<file path="src/rtl/ide_pio_pkg.sv">
package ide_pio_pkg;

   typedef enum logic [2:0] {
      PH_IDLE,
      PH_SETUP,
      PH_ACTIVE,
      PH_WAIT,
      PH_RECOVER
   } pio_phase_e;

   localparam int unsigned NUM_FIELDS = 3;
   localparam int unsigned NUM_DEVS   = 2;

endpackage

</file>
<file path="src/rtl/ide_pio_sync.sv">
module ide_pio_sync #(
   parameter int STAGES    = 2,
   parameter bit RESET_VAL = 1'b1
) (
   input  logic clk,
   input  logic rst_n,
   input  logic async_in,
   output logic sync_out
);

   logic [STAGES-1:0] chain;

   initial begin : stage_param_chk
      assert (STAGES >= 2) else $error("ide_pio_sync: STAGES must be at least 2");
   end

   always_ff @(posedge clk) begin
      if (!rst_n) chain <= {STAGES{RESET_VAL}};
      else        chain <= {chain[STAGES-2:0], async_in};
   end

   assign sync_out = chain[STAGES-1];

endmodule

</file>
<file path="src/rtl/ide_pio_tsel.sv">
module ide_pio_tsel #(
   parameter int CNT_W = 4
) (
   input  logic [3*CNT_W-1:0] data_tim0,
   input  logic [3*CNT_W-1:0] data_tim1,
   input  logic [3*CNT_W-1:0] cmd_tim0,
   input  logic [3*CNT_W-1:0] cmd_tim1,
   input  logic [1:0]         split,
   input  logic               dev,
   input  logic               cmd,
   output logic [3*CNT_W-1:0] eff
);
   import ide_pio_pkg::*;

   logic use_own_cmd;
   assign use_own_cmd = split[dev];

   for (genvar f = 0; f < NUM_FIELDS; f++) begin : g_field
      logic [CNT_W-1:0] d0, d1, c0, c1, slow, own_d, own_c, pick;
      assign d0    = data_tim0[f*CNT_W +: CNT_W];
      assign d1    = data_tim1[f*CNT_W +: CNT_W];
      assign c0    = cmd_tim0[f*CNT_W +: CNT_W];
      assign c1    = cmd_tim1[f*CNT_W +: CNT_W];
      assign slow  = (d0 > d1) ? d0 : d1;
      assign own_d = dev ? d1 : d0;
      assign own_c = dev ? c1 : c0;
      assign pick  = !cmd ? own_d : (use_own_cmd ? own_c : slow);
      assign eff[f*CNT_W +: CNT_W] = (pick == '0) ? CNT_W'(1) : pick;
   end

endmodule

</file>
<file path="src/rtl/ide_pio_ctrl.sv">
module ide_pio_ctrl
   import ide_pio_pkg::*;
#(
   parameter int CNT_W      = 4,
   parameter int DATA_W     = 16,
   parameter int ADDR_W     = 3,
   parameter int WAIT_LIMIT = 255
) (
   input  logic               clk,
   input  logic               rst_n,
   input  logic               start,
   input  logic               req_write,
   input  logic               req_cmd,
   input  logic               req_ctl,
   input  logic [ADDR_W-1:0]  req_addr,
   input  logic [DATA_W-1:0]  req_wdata,
   input  logic [3*CNT_W-1:0] tim_eff,
   input  logic               iordy_s,
   input  logic [DATA_W-1:0]  dd_in,
   output pio_phase_e         phase,
   output logic               write_q,
   output logic [ADDR_W-1:0]  addr_q,
   output logic [1:0]         cs_n_q,
   output logic [DATA_W-1:0]  wdata_q,
   output logic [DATA_W-1:0]  rdata_q,
   output logic               done_q,
   output logic               timeout_q
);

   localparam int WAIT_W = $clog2(WAIT_LIMIT + 1);

   logic [CNT_W-1:0]  cnt;
   logic [CNT_W-1:0]  act_q;
   logic [CNT_W-1:0]  rec_q;
   logic [WAIT_W-1:0] wcnt;
   logic              last_cnt;
   logic              wait_expired;

   assign last_cnt     = (cnt == CNT_W'(1));
   assign wait_expired = (wcnt == WAIT_W'(WAIT_LIMIT - 1));

   always_ff @(posedge clk) begin
      if (!rst_n) begin
         phase     <= PH_IDLE;
         cnt       <= '0;
         act_q     <= '0;
         rec_q     <= '0;
         wcnt      <= '0;
         write_q   <= 1'b0;
         addr_q    <= '0;
         cs_n_q    <= 2'b11;
         wdata_q   <= '0;
         rdata_q   <= '0;
         done_q    <= 1'b0;
         timeout_q <= 1'b0;
      end else begin
         done_q <= 1'b0;
         unique case (phase)
            PH_IDLE: begin
               if (start) begin
                  phase     <= PH_SETUP;
                  cnt       <= tim_eff[0 +: CNT_W];
                  act_q     <= tim_eff[CNT_W +: CNT_W];
                  rec_q     <= tim_eff[2*CNT_W +: CNT_W];
                  write_q   <= req_write;
                  addr_q    <= req_cmd ? req_addr : '0;
                  cs_n_q    <= (req_cmd && req_ctl) ? 2'b01 : 2'b10;
                  wdata_q   <= req_wdata;
                  timeout_q <= 1'b0;
               end
            end
            PH_SETUP: begin
               if (last_cnt) begin
                  phase <= PH_ACTIVE;
                  cnt   <= act_q;
               end else begin
                  cnt <= cnt - CNT_W'(1);
               end
            end
            PH_ACTIVE: begin
               if (!last_cnt) begin
                  cnt <= cnt - CNT_W'(1);
               end else if (iordy_s) begin
                  phase <= PH_RECOVER;
                  cnt   <= rec_q;
                  if (!write_q) rdata_q <= dd_in;
               end else begin
                  phase <= PH_WAIT;
                  wcnt  <= '0;
               end
            end
            PH_WAIT: begin
               if (iordy_s || wait_expired) begin
                  phase     <= PH_RECOVER;
                  cnt       <= rec_q;
                  timeout_q <= !iordy_s;
                  if (!write_q) rdata_q <= dd_in;
               end else begin
                  wcnt <= wcnt + WAIT_W'(1);
               end
            end
            PH_RECOVER: begin
               if (last_cnt) begin
                  phase  <= PH_IDLE;
                  done_q <= 1'b1;
               end else begin
                  cnt <= cnt - CNT_W'(1);
               end
            end
            default: phase <= PH_IDLE;
         endcase
      end
   end


   wait_bound_chk: assert property (@(posedge clk) disable iff (!rst_n)
      (phase == PH_WAIT) |-> (wcnt < WAIT_W'(WAIT_LIMIT)));


   done_single_chk: assert property (@(posedge clk) disable iff (!rst_n)
      done_q |=> !done_q);


   phase_order_chk: assert property (@(posedge clk) disable iff (!rst_n)
      (phase == PH_SETUP) |=> (phase == PH_SETUP || phase == PH_ACTIVE));


   wait_release_chk: assert property (@(posedge clk) disable iff (!rst_n)
      (phase == PH_WAIT && iordy_s) |=> (phase == PH_RECOVER));

endmodule

</file>
<file path="src/rtl/ide_pio_seq.sv">
module ide_pio_seq
   import ide_pio_pkg::*;
#(
   parameter int CNT_W       = 4,
   parameter int DATA_W      = 16,
   parameter int ADDR_W      = 3,
   parameter int WAIT_LIMIT  = 255,
   parameter int SYNC_STAGES = 2,
   localparam int TIM_W      = 3 * CNT_W
) (
   input  logic              clk,
   input  logic              rst_n,
   input  logic              req_valid,
   output logic              req_ready,
   input  logic              req_write,
   input  logic              req_dev,
   input  logic              req_cmd,
   input  logic              req_ctl,
   input  logic [ADDR_W-1:0] req_addr,
   input  logic [DATA_W-1:0] req_wdata,
   output logic              rsp_done,
   output logic [DATA_W-1:0] rsp_rdata,
   output logic              rsp_timeout,
   input  logic [TIM_W-1:0]  cfg_data_tim0,
   input  logic [TIM_W-1:0]  cfg_data_tim1,
   input  logic [TIM_W-1:0]  cfg_cmd_tim0,
   input  logic [TIM_W-1:0]  cfg_cmd_tim1,
   input  logic [1:0]        cfg_split,
   input  logic              cfg_drive_reset,
   output logic [ADDR_W-1:0] ata_addr,
   output logic [1:0]        ata_cs_n,
   output logic              ata_dior_n,
   output logic              ata_diow_n,
   output logic [DATA_W-1:0] ata_dd_out,
   output logic              ata_dd_oe,
   input  logic [DATA_W-1:0] ata_dd_in,
   input  logic              ata_iordy,
   output logic              ata_reset_n
);

   initial begin : seq_param_chk
      assert (CNT_W >= 2 && CNT_W <= 8) else $error("ide_pio_seq: CNT_W out of range");
      assert (WAIT_LIMIT >= 2) else $error("ide_pio_seq: WAIT_LIMIT too small");
      assert (DATA_W >= 8) else $error("ide_pio_seq: DATA_W too small");
      assert (ADDR_W >= 1) else $error("ide_pio_seq: ADDR_W too small");
   end

   pio_phase_e        phase;
   logic              write_q;
   logic [TIM_W-1:0]  tim_eff;
   logic              iordy_s;
   logic              strobe_int;
   logic              strobe_on;
   logic              drv_rst_n_q;

   ide_pio_tsel #(.CNT_W(CNT_W)) u_tsel (
      .data_tim0 (cfg_data_tim0),
      .data_tim1 (cfg_data_tim1),
      .cmd_tim0  (cfg_cmd_tim0),
      .cmd_tim1  (cfg_cmd_tim1),
      .split     (cfg_split),
      .dev       (req_dev),
      .cmd       (req_cmd),
      .eff       (tim_eff)
   );

   ide_pio_sync #(.STAGES(SYNC_STAGES), .RESET_VAL(1'b1)) u_iordy_sync (
      .clk      (clk),
      .rst_n    (rst_n),
      .async_in (ata_iordy),
      .sync_out (iordy_s)
   );

   ide_pio_ctrl #(
      .CNT_W      (CNT_W),
      .DATA_W     (DATA_W),
      .ADDR_W     (ADDR_W),
      .WAIT_LIMIT (WAIT_LIMIT)
   ) u_ctrl (
      .clk       (clk),
      .rst_n     (rst_n),
      .start     (req_valid),
      .req_write (req_write),
      .req_cmd   (req_cmd),
      .req_ctl   (req_ctl),
      .req_addr  (req_addr),
      .req_wdata (req_wdata),
      .tim_eff   (tim_eff),
      .iordy_s   (iordy_s),
      .dd_in     (ata_dd_in),
      .phase     (phase),
      .write_q   (write_q),
      .addr_q    (ata_addr),
      .cs_n_q    (u_cs_n_q),
      .wdata_q   (ata_dd_out),
      .rdata_q   (rsp_rdata),
      .done_q    (rsp_done),
      .timeout_q (rsp_timeout)
   );

   logic [1:0] u_cs_n_q;

   always_ff @(posedge clk) begin
      if (!rst_n) drv_rst_n_q <= 1'b0;
      else        drv_rst_n_q <= !cfg_drive_reset;
   end

   assign strobe_int  = (phase == PH_ACTIVE) || (phase == PH_WAIT);
   assign req_ready   = (phase == PH_IDLE);
   assign ata_cs_n    = (phase == PH_IDLE) ? 2'b11 : u_cs_n_q;
   assign ata_dior_n  = !(strobe_int && !write_q);
   assign ata_diow_n  = !(strobe_int && write_q);
   assign ata_dd_oe   = write_q && (phase != PH_IDLE);
   assign ata_reset_n = drv_rst_n_q;

   assign strobe_on = !ata_dior_n || !ata_diow_n;


   setup_stable_chk: assert property (@(posedge clk) disable iff (!rst_n)
      $rose(strobe_on) |-> ($stable(ata_addr) && $stable(ata_cs_n) && ata_cs_n != 2'b11));


   recovery_hold_chk: assert property (@(posedge clk) disable iff (!rst_n)
      $fell(strobe_on) |-> ($stable(ata_addr) && ata_cs_n != 2'b11));


   strobe_excl_chk: assert property (@(posedge clk) disable iff (!rst_n)
      !(!ata_dior_n && !ata_diow_n));


   idle_quiet_chk: assert property (@(posedge clk) disable iff (!rst_n)
      req_ready |-> (!strobe_on && ata_cs_n == 2'b11 && !ata_dd_oe));


   drive_reset_chk: assert property (@(posedge clk) disable iff (!rst_n)
      $past(rst_n) |-> (ata_reset_n == !$past(cfg_drive_reset)));

endmodule

</file>
<file path="config.mk">
export PLATFORM = sky130hd
export DESIGN_NAME = ide_pio_seq
export DESIGN_NICKNAME = d
export VERILOG_FILES = /design/src/rtl/ide_pio_pkg.sv /design/src/rtl/ide_pio_sync.sv /design/src/rtl/ide_pio_tsel.sv /design/src/rtl/ide_pio_ctrl.sv /design/src/rtl/ide_pio_seq.sv
export SDC_FILE = /design/constraint.sdc
export NUM_CORES = 1
export LEC_CHECK = 0
export CORE_MARGIN = 2
export CORE_UTILIZATION = 35
export DETAILED_ROUTE_END_ITERATION = 16
export DONT_BUFFER_PORTS = 1
export PLACE_DENSITY = 0.54
export SLEW_MARGIN = 20
export SYNTH_ARGS = -nofsm -noshare
export SYNTH_HDL_FRONTEND = slang
export SYNTH_SLANG_ARGS = --single-unit
export TNS_END_PERCENT = 1
</file>
<file path="constraint.sdc">
create_clock -name clk -period 1.9 [get_ports clk]
set_input_delay 0.095 -clock clk [delete_from_list [all_inputs] [get_ports clk]]
set_output_delay 0.095 -clock clk [all_outputs]
set_load 0.005 [all_outputs]
</file>
==> PnR_summary.wiki, run 1 <==
{| class="wikitable"
! Metric !! Value
|-
| Status || finished, violations left
|-
| Violated checks || hold timing, setup timing
|-
| Fillers || 1050
|-
| Synth Net Count || 616
|-
| Number of nets in the layout || 660
|-
| Average wire per standard cell || 15.85 um
|-
| Sequential standard cell area || 0.001324 sq mm
|-
| Top post-synthesis cells by area || dfxtp_1, mux2i_1, nand2_1
|-
| Sequential area share after synthesis || 33.19%
|-
| Number of max-cap violations || 0
|-
| Number of antenna violations at the first check in global routing || 0
|-
| Synth Area per Inst || 7.868 sq um
|-
| Finished Cell Area || 0.004984 sq mm
|-
| Clock skew after layout || 0.009361 ns
|-
| Inserted Diodes || 0
|-
| Type of origin of the critical path || flop
|-
| Post-detailed-placement cell area || 0.004207 sq mm
|-
| Share of synthesized flip-flops with an asynchronous set or reset || 0%
|-
| Insertion delay to the later sink of the worst-skew pair || 0.33 ns
|-
| Hold slack || -0.1560 ns
|-
| Cell area power density || 1083 mW/mm^2
|-
| Tightest Pin Transition || 0.4997 ns
|-
| Area Overhead vs Synth || 25.17%
|-
| Number of H-tree branching levels || 3
|-
| TritonCTS buffer count || 9
|-
| Number of pins exceeding their max-slew limit in the final report || 0
|-
| Die Area || 0.01224 sq mm
|-
| Antenna Violating Nets Remaining || 0
|-
| Worst Hold Class || in -> reg
|-
| Total power draw || 0.005398 W
|-
| Weighted congestion reported at the end of routability-driven placement || 0.8125
|-
| Synth area leader || dfxtp_1
|-
| Share of the synthesized area in the top cell type || 33.19%
|-
| Final hold violations || 12
|-
| #FFs+latches synth || 66
|-
| Die H || 110.7 um
|-
| Total core area || 0.01098 sq mm
|-
| Number of endpoints failing setup at the final stage || 1
|-
| Critical path type || reg -> reg
|-
| TNS Setup || -0.001609 ns
|-
| Number of standard-cell rows in the floorplan || 38
|-
| Total detailed-routing wirelength || 11.01 mm
|-
| Count of flip-flops with a built-in enable after synthesis || 0
|-
| Vias in the first global route || 3724
|-
| Average vias per placed instance || 5.481
|-
| Top-level port count || 138
|-
| Post-Syn Instances || 506
|-
| Combined area of the multi-input logic cells || 0.002472 sq mm
|-
| Clock-pin slew on the worst setup and hold paths || 0.06 ns
|-
| Dominant cell by count in the synthesized netlist || nand2_1
|-
| Unrepaired setup endpoints after global routing || true
|-
| Proportion of layout cells with a drive suffix above 1 || 11.17%
|-
| Synth Cell Area || 0.003981 sq mm
|-
| Final period util || 100.1%
|-
| Largest vdd supply drop || 0.6685 mV
|-
| Global Route Usage Sum || 17.54%
|-
| Post-DP HPWL || 7.684 mm
|-
| Peak Freq || 0.5259 GHz
|-
| Count of routing violations after the opening detailed-route iteration || 152
|-
| Count of buffers inserted at the top-level ports || 0
|-
| Arrival time of data at the critical path endpoint || 2.15 ns
|-
| Maximum number of pins on one net before global-route repair || 42
|-
| Worst rel slew slack || 66.16%
|-
| Count of unresolved DRC violations after routing || 0
|-
| CTS Sinks || 66
|-
| Tmin final || 1.902 ns
|-
| Leakage power || 1.918 nW
|-
| Count of different cell masters after synthesis || 60
|-
| Clock tree from TritonCTS || yes
|-
| Smallest setup slack after layout || -0.001609 ns
|-
| Grt ovf || 0
|-
| Synth top cells by count || nand2_1, dfxtp_1, nor2_1
|-
| Global-route wire length before repair || 18.01 mm
|-
| Nature of the critical path endpoint || flop
|-
| CTS root buf || clkbuf_16
|-
| Core utilization of the finished layout || 45.37%
|-
| Clock Path Buffers || 2
|-
| Top fanout value on the critical path || 16
|-
| Vias post-DR || 3809
|-
| Most frequently used flop master after synthesis || dfxtp_1
|-
| Die width || 110.7 um
|-
| Starting density of the core || 36.25%
|-
| Required time at the endpoint of the critical path || 2.15 ns
|-
| Hold buffer count at CTS || 42
|-
| Synthesis Warnings || 0
|-
| Total iterations of the first detailed-routing run || 4
|}
[placed cells by master (no fill, tap or decap), types with 5 or more instances in the layout]
cell type       n
nand3_1        14
buf_4          23
nor2b_1         8
nand4_1         5
o211ai_1        7
xor2_1          6
dlygate4sd3_1  42
o22ai_1         5
ha_1           16
o21ai_1         7
and3_1          6
nor2_1         42
dfxtp_1        64
o21a_1          5
a21oi_1        42
a31oi_1         7
clkbuf_16       9
nand2_1        74
inv_1          21
a211oi_1        9
nor3_1          8
mux2i_1        29
o21ai_0        16
[kinds of logic after synthesis]
kind of cell / Yosys count / synth area share (%)
simple gates: 182 / 20.74
compound gates: 143 / 24.67
flops: 66 / 33.19
buf+inv: 57 / 6.034
mux: 32 / 8.140
fa+ha+maj: 16 / 5.028
xor+xnor: 10 / 2.200
[per-layer routing]
layer	GRT usage [%]	wire, um
met4	5.083	151
met2	29.57	5424
met1	22.16	4899
met3	4.429	537
met5	0	0
[final timing paths]
kind / slack (ns) / startpoint / end / depth (start not counted)
setup / recovery: -0.002 / u_ctrl.cnt[1] / u_ctrl.cnt[1] / 9
hold reg to reg: 0.47 / u_ctrl.cnt[1] / u_ctrl.cnt[1] / 2
setup reg to reg: -0.002 / u_ctrl.cnt[1] / u_ctrl.cnt[1] / 9
hold / removal: -0.16 / rst_n / u_ctrl.cs_n_q[1] / 1
[stage by stage]
step | setup WS (ns) | std cells
5_1_grt | -0.1166 | 695
4_1_cts | -0.02439 | 692
3_3_place_gp | -0.001968 | 634
2_1_floorplan | -0.06349 | 506
6_report | -0.001609 | 695
3_5_place_dp | -0.03982 | 634
[state kept, by name (all words and copies together), names as in the netlist]
signal,cells
ata_reset_n,1
u_ctrl.wdata_q,16
u_ctrl.addr_q,3
u_ctrl.timeout_q,1
u_ctrl.wcnt,8
u_ctrl.cs_n_q,2
u_ctrl.rdata_q,16
u_ctrl.cnt,4
u_ctrl.phase,3
u_ctrl.done_q,1
u_ctrl.rec_q,4
u_ctrl.act_q,4
u_ctrl.write_q,1
u_iordy_sync.chain,2
[critical path: stages, from the launching register on]
cell and delay [ns]:
dfxtp_2 0.33, inv_1 0.06, ha_1 0.18, nor3b_4 0.16, buf_12 0.15, o31a_1 0.29, nor2_1 0.14, nor3_2 0.06
a2111o_1 0.34, a21oi_1 0.11
[where the power goes]
part | switching [W] | internal [W] | leakage, nW | total (W)
clock | 0.000625 | 0.000888 | 0.124 | 0.00151
sequential | 0.000184 | 0.00162 | 0.540 | 0.00180
combinational | 0.00113 | 0.000951 | 1.25 | 0.00209
[what timing repair did]
item                                    CTS  global route
resized for setup                         6             8
endpoints found under the setup margin    9            28
endpoints found under the hold margin    53            12
buffers inserted                          0             3
pin swaps                                 0             3
[area by class of cell]
class,count,share of cell area (%)
sequential,66,26.56
timing repair buffer,69,13.16
inverter,21,1.582
tap,140,3.515
clock buffer,9,4.519
clock inverter,7,1.054
multi-input combinational,383,49.61
Power figures use the tool's default switching activity.
==> inputs of run 2 (changes only) <==
--- a/config.mk
+++ b/config.mk
@@ -9,7 +9,9 @@
 export CORE_UTILIZATION = 35
 export DETAILED_ROUTE_END_ITERATION = 16
 export DONT_BUFFER_PORTS = 1
+export GPL_ROUTABILITY_DRIVEN = 0
 export PLACE_DENSITY = 0.54
+export SKIP_CTS_REPAIR_TIMING = 1
 export SLEW_MARGIN = 20
 export SYNTH_ARGS = -nofsm -noshare
 export SYNTH_HDL_FRONTEND = slang
==> run 2 against run 1 <==
The run now ends clean. Maximum frequency increased by 2.8%. Hold slack improved by 0.20 ns. Utilization increased by 0.068 points. Flip-flop and latch count unchanged. Register-to-register slack improved by 0.05 ns. Sequential share of layout area about the same. Total power increased by 0.36%. Die area unchanged. First-iteration DRC count decreased by 9.2%. Combinational power about the same. Via count about the same. Design area increased by 0.15%. Highest routed layer unchanged.
==> PnR_summary.wiki, run 2 (same netlist as run 1, synthesis figures left out) <==
{| class="wikitable"
! Metric !! Value
|-
| Largest vdd supply drop || 0.6681 mV (was 0.6685 mV)
|-
| Average vias per placed instance || 5.483 (was 5.481)
|-
| Die H || 110.7 um (unchanged)
|-
| Clock-pin slew on the worst setup and hold paths || 0.06 ns (about the same)
|-
| Count of buffers inserted at the top-level ports || 0 (unchanged)
|-
| Sequential share of power || 33.4% (was 33.3%)
|-
| Post-DP HPWL || 7.684 mm (unchanged)
|-
| Ordered list of cells on the worst path || inv_2, ha_4, nor3b_4, buf_12, mux2i_1, o21ai_1, o221ai_2, o32a_1, nor2_1 (was inv_1, ha_1, nor3b_4, buf_12, o31a_1, nor2_1, nor3_2, a2111o_1, a21oi_1)
|-
| Number of nets in the layout || 660 (unchanged)
|-
| Tightest Pin Transition || 0.5722 ns (was 0.4997 ns)
|-
| Most frequent cells in the layout || nand2_1, dfxtp_1, nor2_1, a21oi_1, dlygate4sd3_1 (unchanged)
|-
| Inserted Diodes || 0 (unchanged)
|-
| Required time at the endpoint of the critical path || 2.15 ns (about the same)
|-
| Average wire per standard cell || 15.99 um (was 15.85 um)
|-
| Hold_sp || req_cmd (was rst_n)
|-
| Slowest cell on the critical path || dfxtp_2 (was a2111o_1)
|-
| Arrival time of data at the critical path endpoint || 2.10 ns (was 2.15 ns)
|-
| Die Area || 0.01224 sq mm (unchanged)
|-
| Number of antenna violations at the first check in global routing || 0 (unchanged)
|-
| Clock Path Buffers || 2 (unchanged)
|-
| Proportion of layout cells with a drive suffix above 1 || 11.89% (was 11.17%)
|-
| Count of routing violations after the opening detailed-route iteration || 138 (was 152)
|-
| Final hold violations || 0 (was 12)
|-
| CTS root buf || clkbuf_16 (unchanged)
|-
| Endpoint of the worst hold path || u_ctrl.rec_q[2] (was u_ctrl.cs_n_q[1])
|-
| Starting density of the core || 36.25% (unchanged)
|-
| Unrepaired setup endpoints after global routing || true (unchanged)
|-
| Global-route wire length before repair || 17.15 mm (was 18.01 mm)
|-
| Clock skew after layout || 0.006728 ns (was 0.009361 ns)
|-
| Core utilization of the finished layout || 45.44% (was 45.37%)
|-
| Number of H-tree branching levels || 3 (unchanged)
|-
| Total iterations of the first detailed-routing run || 4 (unchanged)
|-
| Post-detailed-placement cell area || 0.004207 sq mm (unchanged)
|-
| Startpoint of the most critical register-to-register path || u_ctrl.cnt[1] (unchanged)
|-
| Biggest registers after layout || u_ctrl.rdata_q (16), u_ctrl.wdata_q (16), u_ctrl.wcnt (8) (unchanged)
|-
| Switching power summed over all nets || 0.001956 W (was 0.001943 W)
|-
| Hold slack || 0.04055 ns (was -0.1560 ns)
|-
| Count of unresolved DRC violations after routing || 0 (unchanged)
|-
| Insertion delay to the later sink of the worst-skew pair || 0.33 ns (about the same)
|-
| Worst rel slew slack || 61.73% (was 66.16%)
|-
| Peak Freq || 0.5405 GHz (was 0.5259 GHz)
|-
| Number of cells on the worst hold path || 3 (was 1)
|-
| Finished Cell Area || 0.004991 sq mm (was 0.004984 sq mm)
|-
| Worst path max stage delay || 0.33 ns (was 0.34 ns)
|-
| Vias in the first global route || 3541 (was 3724)
|-
| Clock share of power || 27.9% (was 28.0%)
|-
| Top-level port count || 138 (unchanged)
|-
| Vias post-DR || 3811 (was 3809)
|-
| Type of origin of the critical path || flop (unchanged)
|-
| Number of standard-cell rows in the floorplan || 38 (unchanged)
|-
| Critical path type || reg -> reg (unchanged)
|-
| Antenna Violating Nets Remaining || 0 (unchanged)
|-
| Leakage power || 1.915 nW (was 1.918 nW)
|-
| Number of buffers and inverters on the critical path || 2 (unchanged)
|-
| Total core area || 0.01098 sq mm (unchanged)
|-
| Nature of the critical path endpoint || flop (unchanged)
|-
| Number of pins exceeding their max-slew limit in the final report || 0 (unchanged)
|-
| CTS Sinks || 66 (unchanged)
|-
| Top fanout value on the critical path || 16 (unchanged)
|-
| Status || finished, final reports clean (was finished, violations left)
|-
| TritonCTS buffer count || 9 (unchanged)
|-
| Kind of cell with the highest combined delay on the critical path || compound AO/OA/AOI/OAI gates (unchanged)
|-
| Die width || 110.7 um (unchanged)
|-
| Worst Hold Class || in -> reg (unchanged)
|-
| Worst Reg-to-Reg Cells || 9 (unchanged)
|-
| Fillers || 1039 (was 1050)
|-
| Worst setup slack for register-to-register paths || 0.05 ns (was -0.002 ns)
|-
| Net switching share of the total power || 36.10% (was 36.00%)
|-
| Logic pwr share || 38.7% (about the same)
|-
| Maximum number of pins on one net before global-route repair || 42 (unchanged)
|-
| Most frequent standard cell in the layout excluding fill and tap cells || nand2_1 (unchanged)
|-
| Internal power || 0.003462 W (was 0.003455 W)
|-
| Capture instance of the worst register-to-register path || u_ctrl.phase[2] (was u_ctrl.cnt[1])
|-
| Global Route Usage Sum || 16.67% (was 17.54%)
|-
| Cell area power density || 1085 mW/mm^2 (was 1083 mW/mm^2)
|-
| Number of max-cap violations || 0 (unchanged)
|-
| Number of endpoints failing setup at the final stage || 0 (was 1)
|-
| Final period util || 97.37% (was 100.1%)
|-
| Grt ovf || 0 (unchanged)
|-
| Tmin final || 1.850 ns (was 1.902 ns)
|-
| Total detailed-routing wirelength || 11.12 mm (was 11.01 mm)
|-
| Area Overhead vs Synth || 25.36% (was 25.17%)
|-
| Clock tree from TritonCTS || yes (unchanged)
|}
[run 2: tightest hold or removal path, stage by stage]
cell and delay, ns:
a31oi_1 0.08, o211ai_1 0.08, a21oi_1 0.06
[run 2: power groups by stage]
stage	sequential [W]	combinational [W]	clock (W)
after floorplan	0.00177	0.00142	0
after global placement	0.00181	0.00191	0
after detailed placement	0.00181	0.00192	0
after CTS	0.00179	0.00193	0.00155
after global routing	0.00184	0.00234	0.00161
final	0.00181	0.00210	0.00151
[run 2: cell type report]
class,count,area (sq um),share of cell area (%)
clock inverter,7,52.55,1.053
inverter,21,78.83,1.579
clock buffer,9,225.2,4.512
sequential,66,1325,26.55
timing repair buffer,69,656.9,13.16
multi-input combinational,383,2477,49.64
tap,140,175.2,3.510
[run 2: worst max path at each step]
stage                               start               to  slack (ns)  cells past startpoint
final                       u_ctrl.cnt[1]  u_ctrl.phase[2]        0.05                      9
after global routing        u_ctrl.cnt[1]   u_ctrl.wcnt[6]       -0.09                      9
after CTS                 u_ctrl.phase[0]  u_ctrl.rec_q[0]       -0.06                      5
after detailed placement  u_ctrl.phase[0]  u_ctrl.rec_q[0]       -0.04                      5
after global placement    u_ctrl.phase[0]  u_ctrl.rec_q[0]      -0.002                      5
after floorplan            u_ctrl.wcnt[0]   u_ctrl.wcnt[5]       -0.06                      9
[run 2: routing by layer]
| metal | routed length, um | vias to the layer above | GRT usage, % |
|---|---|---|---|
| li1 | - | 1913 | - |
| met1 | 4926 | 1786 | 21.34 |
| met4 | 158 | 0 | 5.000 |
| met3 | 622 | 15 | 4.593 |
| met5 | 0 | - | 0 |
| met2 | 5408 | 97 | 27.40 |
[run 2: metrics by stage]
stage	setup TNS (ns)	worst slack (ns)	cells	total power [W]
4_1_cts	-0.1869	-0.06258	650	0.005269
3_5_place_dp	-0.04805	-0.03982	634	0.003730
6_report	0	0.04992	695	0.005417
3_3_place_gp	-0.001968	-0.001968	634	0.003715
5_1_grt	-0.7323	-0.08806	695	0.005794
2_1_floorplan	-0.1625	-0.06349	506	0.003190
